### config.mk
export PLATFORM = sky130hd
export DESIGN_NAME = rtc_irq_unit
export DESIGN_NICKNAME = d
export VERILOG_FILES = /design/src/rtl/rtc_irq_pkg.sv /design/src/rtl/rtc_irq_ctrl.sv /design/src/rtl/rtc_irq_dp.sv /design/src/rtl/rtc_irq_unit.sv
export SDC_FILE = /design/constraint.sdc
export NUM_CORES = 1
export LEC_CHECK = 0
export BUFFER_PORTS_ARGS = -buffer_cell sky130_fd_sc_hd__buf_2
export CORE_MARGIN = 1
export CORE_UTILIZATION = 40
export DETAILED_ROUTE_END_ITERATION = 10
export PLACE_DENSITY = 0.66
export SYNTH_ARGS = -nofsm -noshare
export SYNTH_HDL_FRONTEND = slang
export SYNTH_SLANG_ARGS = --single-unit
### constraint.sdc
create_clock -name clk -period 4.75 [get_ports clk]
set_clock_uncertainty 0.05 [all_clocks]
set_input_delay 0.7125 -clock clk [delete_from_list [all_inputs] [get_ports clk]]
set_output_delay 0.7125 -clock clk [all_outputs]
set_load 0.02 [all_outputs]
### src/rtl/rtc_irq_pkg.sv
package rtc_irq_pkg;
  localparam int DATA_W = 8;
  localparam int ADDR_W = 3;
  localparam int RATE_W = 4;
  localparam int ALM_N = 5;
  localparam int ALM_BASE_N = 3;

  localparam logic [ADDR_W-1:0] ADR_RATE = 3'd0;
  localparam logic [ADDR_W-1:0] ADR_CTRL = 3'd1;
  localparam logic [ADDR_W-1:0] ADR_FLAG = 3'd2;
  localparam logic [ADDR_W-1:0] ADR_ASEC = 3'd3;

  localparam int ALM_SEC = 0;
  localparam int ALM_MIN = 1;
  localparam int ALM_HOUR = 2;
  localparam int ALM_DAY = 3;
  localparam int ALM_MON = 4;

  localparam int BIT_IRQF = 7;
  localparam int BIT_PF = 6;
  localparam int BIT_AF = 5;
  localparam int BIT_UF = 4;

  // one mask for both the status flags and their enables
  localparam logic [DATA_W-1:0] EVT_MASK = 8'h70;
  localparam logic [DATA_W-1:0] CTRL_WMASK = 8'h76;
  localparam logic [DATA_W-1:0] DAY_MASK = 8'h3F;
  localparam logic [RATE_W-1:0] RATE_RST = 4'd6;

  typedef struct packed {
    logic wrRate;
    logic wrCtrl;
    logic [ALM_N-1:0] wrAlm;
    logic clrFlags;
    logic perEvt;
    logic secEvt;
  } strobe_t;

  function automatic logic fieldHit(logic [DATA_W-1:0] alm, logic [DATA_W-1:0] cur);
    return (alm[DATA_W-1:DATA_W-2] == 2'b11) || (alm == cur);
  endfunction
endpackage

### src/rtl/rtc_irq_ctrl.sv
module rtc_irq_ctrl
  import rtc_irq_pkg::*;
#(
  parameter int PRESC_W = 15
) (
  input  logic              clk,
  input  logic              rstN,
  input  logic [ADDR_W-1:0] regAddr,
  input  logic              regWr,
  input  logic              regRd,
  input  logic              refTick,
  input  logic              secTick,
  input  logic [RATE_W-1:0] rateSel,
  output strobe_t           strb
);
  logic [PRESC_W-1:0] preCnt;
  logic [RATE_W-1:0] shiftAmt;
  logic [PRESC_W-1:0] lowMask;

  always_ff @(posedge clk or negedge rstN) begin
    if (!rstN) preCnt <= '0;
    else if (refTick) preCnt <= preCnt + PRESC_W'(1);
  end

  always_comb begin
    case (rateSel)
      4'd0: shiftAmt = 4'd0;
      4'd1: shiftAmt = 4'd7;
      4'd2: shiftAmt = 4'd8;
      default: shiftAmt = rateSel - 4'd1;
    endcase
    lowMask = (PRESC_W'(1) << shiftAmt) - PRESC_W'(1);
  end

  always_comb begin
    strb.wrRate = regWr && (regAddr == ADR_RATE);
    strb.wrCtrl = regWr && (regAddr == ADR_CTRL);
    for (int i = 0; i < ALM_N; i++)
      strb.wrAlm[i] = regWr && (regAddr == ADR_ASEC + ADDR_W'(i));
    strb.clrFlags = regRd && (regAddr == ADR_FLAG);
    strb.perEvt = refTick && (rateSel != '0) && ((preCnt & lowMask) == lowMask);
    strb.secEvt = secTick;
  end

  // every nonzero rate spans at least four reference ticks
  assert_period_gap_R9: assert property (@(posedge clk) disable iff (!rstN)
    strb.perEvt |=> (!strb.perEvt || (rateSel != $past(rateSel))));
endmodule

### src/rtl/rtc_irq_dp.sv
module rtc_irq_dp
  import rtc_irq_pkg::*;
#(
  parameter bit HAS_DATE = 1'b1
) (
  input  logic              clk,
  input  logic              rstN,
  input  strobe_t           strb,
  input  logic [ADDR_W-1:0] regAddr,
  input  logic [DATA_W-1:0] wrData,
  input  logic [DATA_W-1:0] timeSec,
  input  logic [DATA_W-1:0] timeMin,
  input  logic [DATA_W-1:0] timeHour,
  input  logic [DATA_W-1:0] timeDay,
  input  logic [DATA_W-1:0] timeMon,
  output logic [RATE_W-1:0] rateSel,
  output logic [DATA_W-1:0] rdData,
  output logic              irqOut
);
  logic [RATE_W-1:0] rateReg;
  logic [DATA_W-1:0] ctrlReg;
  logic [DATA_W-1:0] flagReg;
  logic [DATA_W-1:0] almReg [ALM_N];
  logic [DATA_W-1:0] setVec;
  logic dayOk, monOk, almHit, irqf;

  for (genvar g = 0; g < ALM_N; g++) begin : gAlm
    if (g < ALM_BASE_N || HAS_DATE) begin : gReg
      always_ff @(posedge clk or negedge rstN) begin
        if (!rstN) almReg[g] <= '0;
        else if (strb.wrAlm[g]) almReg[g] <= wrData;
      end
    end else begin : gNone
      assign almReg[g] = '0;
    end
  end

  always_ff @(posedge clk or negedge rstN) begin
    if (!rstN) begin
      rateReg <= RATE_RST;
      ctrlReg <= '0;
    end else begin
      if (strb.wrRate) rateReg <= wrData[RATE_W-1:0];
      if (strb.wrCtrl) ctrlReg <= wrData & CTRL_WMASK;
    end
  end

  always_comb begin
    dayOk = (HAS_DATE == 1'b0) || (almReg[ALM_DAY][DATA_W-1:DATA_W-2] == 2'b11)
         || ((almReg[ALM_DAY] & DAY_MASK) == '0)
         || ((almReg[ALM_DAY] & DAY_MASK) == (timeDay & DAY_MASK));
    monOk = (HAS_DATE == 1'b0) || fieldHit(almReg[ALM_MON], timeMon);
    almHit = fieldHit(almReg[ALM_SEC], timeSec) && fieldHit(almReg[ALM_MIN], timeMin)
          && fieldHit(almReg[ALM_HOUR], timeHour) && dayOk && monOk;
    setVec = '0;
    setVec[BIT_PF] = strb.perEvt;
    setVec[BIT_AF] = strb.secEvt && almHit;
    setVec[BIT_UF] = strb.secEvt;
  end

  always_ff @(posedge clk or negedge rstN) begin
    if (!rstN) flagReg <= '0;
    else flagReg <= (strb.clrFlags ? '0 : flagReg) | setVec;
  end

  assign irqf = |(flagReg & ctrlReg & EVT_MASK);
  assign irqOut = irqf;
  assign rateSel = rateReg;

  always_comb begin
    case (regAddr)
      ADR_RATE: rdData = DATA_W'(rateReg);
      ADR_CTRL: rdData = ctrlReg;
      ADR_FLAG: begin
        rdData = flagReg;
        rdData[BIT_IRQF] = irqf;
      end
      default: rdData = almReg[regAddr - ADR_ASEC];
    endcase
  end

  // without an event or a control write the request cannot appear
  assert_irq_quiet_R4: assert property (@(posedge clk) disable iff (!rstN)
    (!irqOut && !strb.wrCtrl && !strb.perEvt && !strb.secEvt) |=> !irqOut);
  // a latched flag only drops through a status read
  assert_flag_hold_R4: assert property (@(posedge clk) disable iff (!rstN)
    !strb.clrFlags |=> (($past(flagReg) & ~flagReg) == '0));
  // a status read with no event leaves every flag clear
  assert_read_clear_R5: assert property (@(posedge clk) disable iff (!rstN)
    (strb.clrFlags && !strb.perEvt && !strb.secEvt) |=> (flagReg == '0));
  // a seconds tick always leaves the update flag set
  assert_update_flag_R6: assert property (@(posedge clk) disable iff (!rstN)
    strb.secEvt |=> flagReg[BIT_UF]);
  // a periodic event always leaves the periodic flag set
  assert_periodic_flag_R9: assert property (@(posedge clk) disable iff (!rstN)
    strb.perEvt |=> flagReg[BIT_PF]);
endmodule

### src/rtl/rtc_irq_unit.sv
module rtc_irq_unit
  import rtc_irq_pkg::*;
#(
  parameter bit HAS_DATE = 1'b1,
  parameter int PRESC_W = 15
) (
  input  logic              clk,
  input  logic              rstN,
  input  logic [ADDR_W-1:0] regAddr,
  input  logic              regWr,
  input  logic              regRd,
  input  logic [DATA_W-1:0] wrData,
  output logic [DATA_W-1:0] rdData,
  input  logic              refTick,
  input  logic              secTick,
  input  logic [DATA_W-1:0] timeSec,
  input  logic [DATA_W-1:0] timeMin,
  input  logic [DATA_W-1:0] timeHour,
  input  logic [DATA_W-1:0] timeDay,
  input  logic [DATA_W-1:0] timeMon,
  output logic              irqOut
);
  strobe_t strb;
  logic [RATE_W-1:0] rateSel;

  rtc_irq_ctrl #(.PRESC_W(PRESC_W)) i_ctrl (
    .clk(clk), .rstN(rstN), .regAddr(regAddr), .regWr(regWr), .regRd(regRd),
    .refTick(refTick), .secTick(secTick), .rateSel(rateSel), .strb(strb)
  );

  rtc_irq_dp #(.HAS_DATE(HAS_DATE)) i_dp (
    .clk(clk), .rstN(rstN), .strb(strb), .regAddr(regAddr), .wrData(wrData),
    .timeSec(timeSec), .timeMin(timeMin), .timeHour(timeHour),
    .timeDay(timeDay), .timeMon(timeMon),
    .rateSel(rateSel), .rdData(rdData), .irqOut(irqOut)
  );
endmodule

---- Yosys cells after proc, flatten, opt, wreduce, memory -nomap -nowiden ----
Index checks and enable logic that the tools add are counted.
word-level totals
  flip-flop bits (word level) ............. 72
  bits of input ports ..................... 57
  output and inout bits ................... 9
  logic and storage cells ................. 71
operators by class
  add/subtract/negate cells ............... 4
  order comparisons ....................... 1
  equal/unequal tests ..................... 20
  shifts and indexed selects .............. 1
  multiplexer cells ....................... 6
  bitwise gates (word level) .............. 4
  reduce and logical (&&, ||, !) cells .... 26
operators by type and width
  cell                                                                  number
  8-bit == test                                                         4
  8-bit binary-select mux with 3-bit select                             1
  8-bit two-way mux                                                     3
  8-bit one-hot mux with 3 select lines                                 1
  15-bit by 1-bit adder with 15-bit output, second input constant       1
  15-bit bitwise AND                                                    1
  15-bit == test                                                        1
  1-bit logical AND                                                     15
  1-bit by 4-bit << shifter with 15-bit output, first input constant    1
  15-bit by 2-bit subtractor with 15-bit output, second input constant  1
  3-bit == test, second input constant                                  4
  4-bit one-hot mux with 3 select lines                                 1
  2-bit == test, second input constant                                  5
  8-bit logical NOT                                                     1
  8-bit by 7-bit bitwise OR with 8-bit output                           1
  7-bit bitwise AND                                                     1
  3-bit by 2-bit == test with 1-bit output, second input constant       2
  6-bit == test                                                         1
  1-bit logical OR                                                      6
  4-bit by 1-bit == test with 1-bit output, second input constant       1
  4-bit by 2-bit == test with 1-bit output, second input constant       1
  4-bit >= comparator, second input constant                            1
  4-bit logical NOT                                                     1
  3-bit NOT with 4-bit output                                           1
  other kinds (6)                                                       6

---- Logic depth before layout (Yosys ltp) ----
Gate-level depths: netlist of run 1.
  word-level depth ........................ 8
  depth in mapped cells ................... 15
  mapped depth without buffers ............ 13

---- By module ----
From an unflattened synthesis of run 1, not the netlist that was laid out.
second synthesis, totals
  cells, all modules ...................... 392
  area total of the unflattened synthesis .. 4260.3 um^2
modules (own cells, without submodules)
  module        times used  cells each  area an instance (um^2)  seq. area each (um^2)
  rtc_irq_dp    1           228         2874.0                   1303.8
  rtc_irq_ctrl  1           164         1386.3                   375.4

---- Worst setup path before layout of run 1 ----
OpenSTA, ideal clock, no wires.
  path type ............................... input to output
  start point ............................. in regAddr[0]
  end point ............................... out rdData[0]
  arrival ................................. 2760 ps
  required time ........................... 3988 ps
  setup slack ............................. 1228 ps
  cell stages on the path ................. 7
  path buffers ............................ 2
  cells stage by stage .................... buf_2 inv_1 ha_1 clkbuf_1 nor3_1 a22oi_1 o21ai_0
between the ends
  longest elaborated chain between the ends .. 6
  elaborated cells between the ends (all ways) .. 9
  those cells by class .................... add/sub (1); eq/ne (2); mux (4); bitwise (1); reduce/logical (1)
RTL lines
  item                                                  RTL line            RTL
  start: declaration                                    rtc_irq_unit.sv:9   input logic [ADDR_W-1:0] regAddr,
  3-bit by 2-bit subtractor with 3-bit output           rtc_irq_dp.sv:78    default: rdData = almReg[regAddr - ADR_ASEC];
  3-bit NOT with 4-bit output (implied by the code)     rtc_irq_dp.sv:78
  8-bit binary-select mux with 3-bit select             rtc_irq_dp.sv:78
  8-bit two-way mux (implied by the code) (2 in a row)  rtc_irq_dp.sv:78
  8-bit one-hot mux with 3 select lines (*)             rtc_irq_dp.sv:71    case (regAddr)
  end: declaration                                      rtc_irq_unit.sv:13  output logic [DATA_W-1:0] rdData,
Every way passes the cells marked *; elsewhere a longest branch is shown, timed or not. The select of a mux whose other input is x is not followed.

---- Worst setup path in the final report of run 1 ----
  start point ............................. in regAddr[0]
  end point ............................... out rdData[3]
The elaborated chain is that of the path after synthesis.

==> results of run 1 <==
## final cells by class
cell class              instances  area [um^2]
multi-input cells             302         2480
inverters                      14         52.6
flip-flops and latches         67         1680
clock inverters                 1         30.0
repair buffers                 64          323
fillers                       966         5400
well taps                     136          170
diodes                          1         2.50
clock buffers                  15          186
## Yosys cell counts, drive strengths merged (4+ instances only)
library cell	number
a21oi	6
a22oi	18
buf	5
clkbuf	8
dfrtp	65
ha	12
inv	13
mux2	50
mux4	8
nand2	23
nand3	14
nand4	6
nor2	17
nor3	9
nor4	11
o21ai	16
o22ai	6
o31ai	4
xnor2	13
xor2	39
## power groups by stage
stage / combinational (uW) / sequential [uW] / clock, uW
after global placement: 781 / 856 / 0
final: 799 / 849 / 510
after global routing: 877 / 870 / 546
after CTS: 795 / 848 / 523
after floorplan: 627 / 799 / 0
after detailed placement: 789 / 859 / 0
## cells in the final DEF (no fill, tap or decap), drive strengths merged, types with 4 or more instances in the layout
cell type,synthesis,layout
dfrtp,65,65
buf,5,64
mux2,50,50
xor2,39,39
nand2,23,23
a22oi,18,18
nor2,17,17
o21ai,16,16
clkbuf,8,15
nand3,14,14
inv,13,13
xnor2,13,13
ha,12,12
nor4,11,11
nor3,9,9
mux4,8,8
a21oi,6,6
nand4,6,6
o22ai,6,6
o31ai,4,4
## sequential cells by signal (all words and copies together) (netlist names)
signal / cells
i_dp.ctrlReg: 5
i_dp.rateSel: 4
i_ctrl.preCnt: 15
i_dp.almReg: 40
i_dp.flagReg: 3
## cell families after synthesis
family / share of synthesized area
xor+xnor: 0.107
fa+ha+maj: 0.0352
flops: 0.393
simple gates: 0.117
buf+inv: 0.0267
mux: 0.181
compound gates: 0.140
## stage by stage
stage	cell area (um^2)	setup WS, ns
after CTS	4920	0.942
after global routing	4920	0.682
final	4920	0.901
after floorplan	4270	1.23
after global placement	4700	0.982
after detailed placement	4700	0.945
## final timing paths
path	start	end	cells after the start
max in group asynchronous	rstN	i_dp.almReg[29]	2
worst max register to register	i_dp.rateSel[0]	i_dp.flagReg[6]	12
worst max-delay path	regAddr[0]	rdData[3]	8
worst min register to register	i_ctrl.preCnt[14]	i_ctrl.preCnt[14]	1
min in group clk	i_ctrl.preCnt[14]	i_ctrl.preCnt[14]	1
worst min-delay path	rstN	i_ctrl.preCnt[3]	1
## layer usage
metal  track usage  share of wire
met2         0.307           0.45
met3        0.0408          0.061
met5             0              0
met1         0.285           0.47
met4        0.0795          0.020
==> flow_summary.toml, run 1 <==
[setup_path]
cp.arrival_ns = 3.09
cpPeakStageDelay_ns = 0.72
required_ns = 3.99
cp_num_buf_inv = 3
critPathSlowestCell = "nor3_1"
crit_fanout = 11
crit_type = "in2out"
path_delay_family = "simple AND/OR/NAND/NOR gates"
crit_path_end_kind = "output pin"
cp_cell_sequence = "buf_2 > ha_1 > ha_1 > clkinv_1 > nor3_1 > a22oi_1 > o21ai_0 > buf_2"
reg2reg_slack_ns = 1.36
start_kind = "input port"

[timing]
fmax_ghz = 0.260
drv_slew = 0
hold_viol = 0
slew_headroom = 0.430
tns_ns = 0
setup_violations = 0
timing.hold.ws_ns = 0.378
period_share = 0.810
fin_crit_ns = 3.85
rsz0062_at_grt = "false"
worst_pin_slew_ns = 0.849

[logic_synthesis]
synth-seq-area-share = 0.393
yosysTopAreaCell = "dfrtp_1"
syn_nets = 465
synth_warnings = 0
synth.distinct_cells = 62
synthFlopType = "dfrtp_1"
synthesis.instances = 396
async_flop_share = 1.00
syn_area_mm2 = 0.00427
synth_seq_cells = 67
synth_edf_count = 0
synth_top_area_share = 0.381
syn_avg_cell_area_um2 = 10.8
synthTopCellsByArea = "dfrtp_1, mux2_2, xor2_1, mux4_2, ha_1"

[drt]
drt-initial-drc-count = 166
drc_errors = 0
vias = 3425
vias_per_cell = 5.71
ant_nets = 0
drtPass1Iterations = 4
routedWlPerCell_um = 17.4
finalWirelength_mm = 10.5

[power_and_ir_drop]
net-switching-power_uw = 781
total_leakage_power_uw = 0.00217
power.share.clock = 0.237
power_per_cell_area_mw_per_mm2 = 439
p_comb_frac = 0.370
power.internal_uw = 1380
power_frac_seq = 0.393
finalPower_uw = 2160
swShare = 0.362
peakVddDrop_mv = 0.166

[min_path]
hp-class = "in2async"

[outcome]
status = "completed"

[floorplanning]
fp.dieW_um = 105
die_area_mm2 = 0.0111
rows = 37
core_area_mm2 = 0.0103
io_pins = 66
initial_core_util = 0.414
die_h_um = 105

[clock_tree]
clk-insertion-delay-late_ns = 0.34
path_clk_slew_ns = 0.07
clockRootBuffer = "clkbuf_8"
cts_tree = "done"
cts_setup_buffers = 0
clkSinkCount = 67
cts.hold.buffers_added = 0
cts_resized = 0
numCtsBuffers = 9
cts-htree-levels = 3
clock_path_buffers = 2

[job]
drv_cap = 0

[final_layout]
post-route-util = 0.477
drive_above_1_share = 0.313
nets = 527
fin_cells = 600
syn_to_final_growth_pct = 15.2

[global_route]
grtUsageTotal = 0.203
grt_pass1_vias = 3401
grt_start_max_net_pins = 36
antenna_found_initial = 1
grt_pass1_wl_mm = 17.4
grt-ovfl-total = 0

[placed_design]
place.gp.congestion = 0.879
dp.final_hpwl_mm = 8.08
numPortBuffers = 63
place_inst = 583
(Power assumes the default switching activity.)
==> run 2: changes to the inputs <==
--- a/config.mk
+++ b/config.mk
@@ -9,7 +9,7 @@
 export CORE_MARGIN = 1
 export CORE_UTILIZATION = 40
 export DETAILED_ROUTE_END_ITERATION = 10
-export PLACE_DENSITY = 0.66
+export PLACE_DENSITY = 0.68
 export SYNTH_ARGS = -nofsm -noshare
 export SYNTH_HDL_FRONTEND = slang
 export SYNTH_SLANG_ARGS = --single-unit
==> constraint.sdc (replaced) <==
create_clock -name clk -period 3.1 [get_ports clk]
set_clock_uncertainty 0.05 [all_clocks]
set_input_delay 0.465 -clock clk [delete_from_list [all_inputs] [get_ports clk]]
set_output_delay 0.465 -clock clk [all_outputs]
set_load 0.02 [all_outputs]
==> run 2 against run 1 <==
Sequential cell count did not move. Combinational power rose by 69%. Clock power rose by 96%. Non-clock buffer count rose by 14. Global-route usage rose by 1.1 points. Sequential power rose by 51%. Via count rose by 2.7%. Final cell count rose by 2.2%. Critical endpoint is now i_dp.flagReg[6]. Largest cell class unchanged. Largest power group is now combinational cells.
==> flow_summary.toml, run 2 (synthesis results as in run 1) <==
[floorplanning]
rows = 37
initial_core_util = 0.414
die_area_mm2 = 0.0111
core_area_mm2 = 0.0103
fp.dieW_um = 105
die_h_um = 105
io_pins = 66

[drt]
vias_per_cell = 5.74
drc_errors = 0
vias = 3516
drtPass1Iterations = 6
drt-initial-drc-count = 243
ant_nets = 0
routedWlPerCell_um = 18.1
finalWirelength_mm = 11.1

[clock_tree]
clockRootBuffer = "clkbuf_8"
clock_path_buffers = 2
clk-insertion-delay-late_ns = 0.35
cts_tree = "done"
cts-htree-levels = 3
path_clk_slew_ns = 0.08
numCtsBuffers = 9
clkSinkCount = 67
cts_setup_buffers = 0

[global_route]
grt_start_max_net_pins = 35
antenna_found_initial = 0
grtUsageTotal = 0.214
grt-ovfl-total = 0
grt_pass1_wl_mm = 18.3
grt_pass1_vias = 3530

[timing]
worst_pin_slew_ns = 0.800
rsz0062_at_grt = "false"
slew_headroom = 0.466
tns_ns = 0
period_share = 0.931
drv_slew = 0
fin_crit_ns = 2.89
hold_viol = 0
fmax_ghz = 0.346
setup_violations = 0

[setup_path]
cp_num_buf_inv = 1
required_ns = 3.31
cp.arrival_ns = 3.10
path_delay_family = "compound AO/OA/AOI/OAI gates"
cpMostUsedCell = "o21ai_0"
crit_start = "i_dp.rateSel[1]"
crit_path_end_kind = "register"
critPathSlowestCell = "dfstp_2"
cp_cell_sequence = "inv_1 > ha_2 > nand2b_1 > and4bb_1 > nor2_1 > or2_4 > ha_4 > o21ai_1 > o311a_1 > o21ai_0 > o21ai_0 > o31ai_2"
crit_type = "reg2reg"
r2r-start = "i_dp.rateSel[1]"
start_kind = "register"
cpPeakStageDelay_ns = 0.57
crit_fanout = 8

[outcome]
status = "completed"

[final_layout]
post-route-util = 0.496
seq_area_mm2 = 0.00168
drive_above_1_share = 0.350
fill_cells = 935
diodes = 0
largest_reg_flops = 40
top_register = "i_dp.almReg"
mostFrequentLayoutCells = "dfrtp_1, buf_2, mux2_2"
nets = 541
top_regs = "i_dp.almReg: 40 flops, i_ctrl.preCnt: 15 flops, i_dp.ctrlReg: 5 flops"
syn_to_final_growth_pct = 20.0
multiInputGateArea_mm2 = 0.00251
final_common_cell = "dfrtp_1"

[job]
drv_cap = 0

[placed_design]
dp.final_hpwl_mm = 8.42
place.gp.congestion = 0.877
numPortBuffers = 63

[power_and_ir_drop]
peakVddDrop_mv = 0.385
power_per_cell_area_mw_per_mm2 = 710
total_leakage_power_uw = 0.00227
finalPower_uw = 3640

[min_path]
hp-class = "in2async"
run 2: changes by cell type in the layout (fill, tap and decap cells not counted), sizes merged:
cell      delta
clkinvlp     +1
diode        -1
clkinv       +1
bufinv       +3
clkbuf       -5
buf         +14
run 2: final timing paths:
kind                                     end  slack (ns)  cells past startpoint
max                          i_dp.flagReg[6]        0.21                     12
min                          i_dp.almReg[16]        0.14                      1
max reg2reg                  i_dp.flagReg[6]        0.21                     12
min reg2reg                i_ctrl.preCnt[14]        0.45                      1
max in group asynchronous   i_ctrl.preCnt[9]        2.19                      2
min in group clk             i_dp.flagReg[4]        0.29                      2
run 2: metal layers:
layer,vias up,GRT usage,share of wire
met3,21,0.0594,0.058
li1,1633,-,-
met4,0,0.0845,0.023
met2,104,0.337,0.48
met1,1758,0.279,0.44
met5,-,0,0
run 2: what timing repair did:
item                       4_1_cts  5_1_grt
cloned                           0        0
hold buffers                     0        0
resized for setup                1        6
setup endpoints to repair        1        1
run 2: final cells by class:
type | instances | share of cell area
clock buffer | 10 | 0.0269
inverter | 14 | 0.0103
clock inverter | 6 | 0.0266
tap | 136 | 0.0332
sequential | 67 | 0.328
timing repair buffer | 78 | 0.0859
multi-input combinational | 302 | 0.490
run 2: worst register-to-register path: cells and delay by family (launching register included):
kind / cells / cell delay, ns
buffers and inverters: 1 / 0.07
and+or+nand+nor: 4 / 0.82
adders and majority gates: 2 / 0.39
DFF: 1 / 0.57
AOI/OAI and AO/OA: 5 / 0.90
run 2: report_power, final:
| part | internal, uW | leakage [uW] | switching [uW] |
|---|---|---|---|
| Sequential | 1060 | 0.000820 | 220 |
| Clock | 639 | 0.000133 | 364 |
| Combinational | 654 | 0.00132 | 697 |
| Total | 2360 | 0.00227 | 1280 |
run 2: per-stage QoR:
step           instance area [um^2]  setup WS [ns]  cells  hold slack (ns)
3_5_place_dp                   4820        0.00708    597            0.434
5_1_grt                        5120        0.00811    613            0.181
2_1_floorplan                  4270         0.0728    396            0.119
3_3_place_gp                   4820         0.0377    597            0.430
6_report                       5120          0.213    613            0.140
4_1_cts                        5100         0.0508    613            0.159
==> run 3: changes to the inputs <==
--- a/config.mk
+++ b/config.mk
@@ -7,9 +7,10 @@
 export LEC_CHECK = 0
 export BUFFER_PORTS_ARGS = -buffer_cell sky130_fd_sc_hd__buf_2
 export CORE_MARGIN = 1
-export CORE_UTILIZATION = 40
+export CORE_UTILIZATION = 30
 export DETAILED_ROUTE_END_ITERATION = 10
-export PLACE_DENSITY = 0.68
+export PLACE_DENSITY = 0.55
+export SETUP_SLACK_MARGIN = 0.4
 export SYNTH_ARGS = -nofsm -noshare
 export SYNTH_HDL_FRONTEND = slang
 export SYNTH_SLANG_ARGS = --single-unit
==> run 3 against run 2 <==
Critical path depth shrank 1. Sequential cell count unchanged. Sequential power about the same. Sequential share of layout area decreased by 2.4 points. Final cell count is 9.3% higher. Register-to-register slack better by 0.12 ns. Routed wire length up 8.4%. Via count is 1.0% higher. Hold slack better by 0.0046 ns. First-iteration DRC count down 28%. Core utilization fell by 9.8 points. Die area is 33% higher. Critical path type unchanged. Largest cell class unchanged.
==> flow_summary.toml, run 3 (synthesis results as in run 1) <==
[setup_path]
critPathSlowestCell = "dfstp_2"
crit_fanout = 6
cpPeakStageDelay_ns = 0.59
cp_cell_sequence = "inv_4 > ha_4 > buf_4 > nor2_4 > o21bai_2 > and2_4 > o311a_4 > o311a_1 > a211oi_2 > nand4b_1 > o31ai_2"
crit_type = "reg2reg"
r2r_cells = 11
crit_path_end_kind = "register"
cp.arrival_ns = 2.97
start_kind = "register"
required_ns = 3.30

[global_route]
grt-ovfl-total = 0
grt_pass1_wl_mm = 19.4
grt_pass1_vias = 3731
grt_start_max_net_pins = 39
antenna_found_initial = 0
grtUsageTotal = 0.175

[final_layout]
nets = 554
final_common_cell = "dfrtp_1"
top_register = "i_dp.almReg"
diodes = 0
largest_reg_flops = 40
syn_to_final_growth_pct = 29.6
fin_cells = 670
mostFrequentLayoutCells = "dfrtp_1, buf_2, mux2_2"
top_regs = "i_dp.almReg: 40 flops, i_ctrl.preCnt: 15 flops, i_dp.ctrlReg: 5 flops"
drive_above_1_share = 0.427

[power_and_ir_drop]
power_per_cell_area_mw_per_mm2 = 707
peakVddDrop_mv = 0.346
total_leakage_power_uw = 0.00239

[floorplanning]
initial_core_util = 0.308
die_h_um = 121
core_area_mm2 = 0.0139
rows = 43
fp.dieW_um = 121
die_area_mm2 = 0.0147
io_pins = 66

[drt]
dr_wl_met3_um = 646
routedWlPerCell_um = 18.0
finalWirelength_mm = 12.1
drt-initial-drc-count = 174
drtPass1Iterations = 5
drc_errors = 0
highest_layer = "met4"
vias_per_cell = 5.30
vias = 3551
wl_met1_mm = 5.07
wl_met2_mm = 6.09
ant_nets = 0

[clock_tree]
clock_path_buffers = 2
numCtsBuffers = 9
clockRootBuffer = "clkbuf_16"
clkSinkCount = 67
cts_tree = "done"
cts-htree-levels = 3
path_clk_slew_ns = 0.06
cts.hold.buffers_added = 0
clk-insertion-delay-late_ns = 0.34

[timing]
worst_pin_slew_ns = 0.741
setup_violations = 0
period_share = 0.893
hold_viol = 0
drv_slew = 0
tns_ns = 0
slew_headroom = 0.506
fmax_ghz = 0.361
rsz0062_at_grt = "true"
fin_crit_ns = 2.77

[placed_design]
place_inst = 642
dp.final_hpwl_mm = 9.23
numPortBuffers = 63
place.gp.congestion = 0.849

[job]
drv_cap = 0

[outcome]
status = "completed"

[min_path]
hp-class = "in2async"
-- run 3: cell count changes in the layout (fill, tap and decap cells not counted), moves of 4 or more --
cell,change
clkbuf_8,-9
clkbuf_16,+9
buf_4,+11
o21ai_0,-8
o21ai_2,+4
o22ai_2,+4
ha_4,+4
o22ai_1,-4
-- run 3: critical path: cells and delay by family (launching register included) --
| family | cells | cell delay (ns) |
|---|---|---|
| buf+inv | 2 | 0.21 |
| simple gates | 3 | 0.49 |
| fa+ha+maj | 1 | 0.18 |
| flops | 1 | 0.59 |
| compound gates | 5 | 1.14 |
-- run 3: per-stage QoR --
| step | cell area [um^2] | hold WS (ns) | setup slack (ns) | utilization | total power [uW] |
|---|---|---|---|---|---|
| floorplan | 4330 | 0.119 | 0.321 | - | 2220 |
| global placement | 4940 | 0.424 | 0.182 | 0.356 | 2600 |
| detailed placement | 4940 | 0.418 | 0.140 | 0.356 | 2630 |
| CTS | 5390 | 0.162 | 0.250 | 0.388 | 3820 |
| global route | 5530 | 0.209 | 0.172 | 0.399 | 4120 |
| finish | 5530 | 0.145 | 0.332 | 0.399 | 3910 |
-- run 3: worst paths after layout --
| kind | from | endpoint | slack (ns) |
|---|---|---|---|
| max in group asynchronous | rstN | i_dp.rateSel[2] | 2.14 |
| max reg2reg | i_dp.rateSel[1] | i_dp.flagReg[6] | 0.33 |
| min reg2reg | i_ctrl.preCnt[14] | i_ctrl.preCnt[14] | 0.42 |
| max | i_dp.rateSel[1] | i_dp.flagReg[6] | 0.33 |
| min | rstN | i_ctrl.preCnt[6] | 0.15 |
| min in group clk | secTick | i_dp.flagReg[4] | 0.29 |
-- run 3: timing repair --
action / in CTS / in global routing
buffers inserted: 8 / 4
resized for setup: 18 / 25
pin swaps: 9 / 14
cloned: 0 / 0
setup endpoints to repair: 6 / 9
-- run 3: cell type report --
type                    count  area, um^2
clock buffers              11         243
clock inverters             5        61.3
fillers                  1377        8350
inverters                  14        55.1
multi-input cells         302        2710
flip-flops and latches     67        1680
well taps                 180         225
repair buffers             91         557
-- run 3: report_power, final --
part | total (uW) | switching (uW) | internal (uW)
Combinational | 1570 | 775 | 794
Sequential | 1300 | 233 | 1070
Clock | 1040 | 393 | 649
-- run 3: layer usage --
layer,global-route usage,vias up
li1,-,1651
met1,0.211,1774
met2,0.305,107
met3,0.0390,19
met4,0.0548,0
met5,0,-
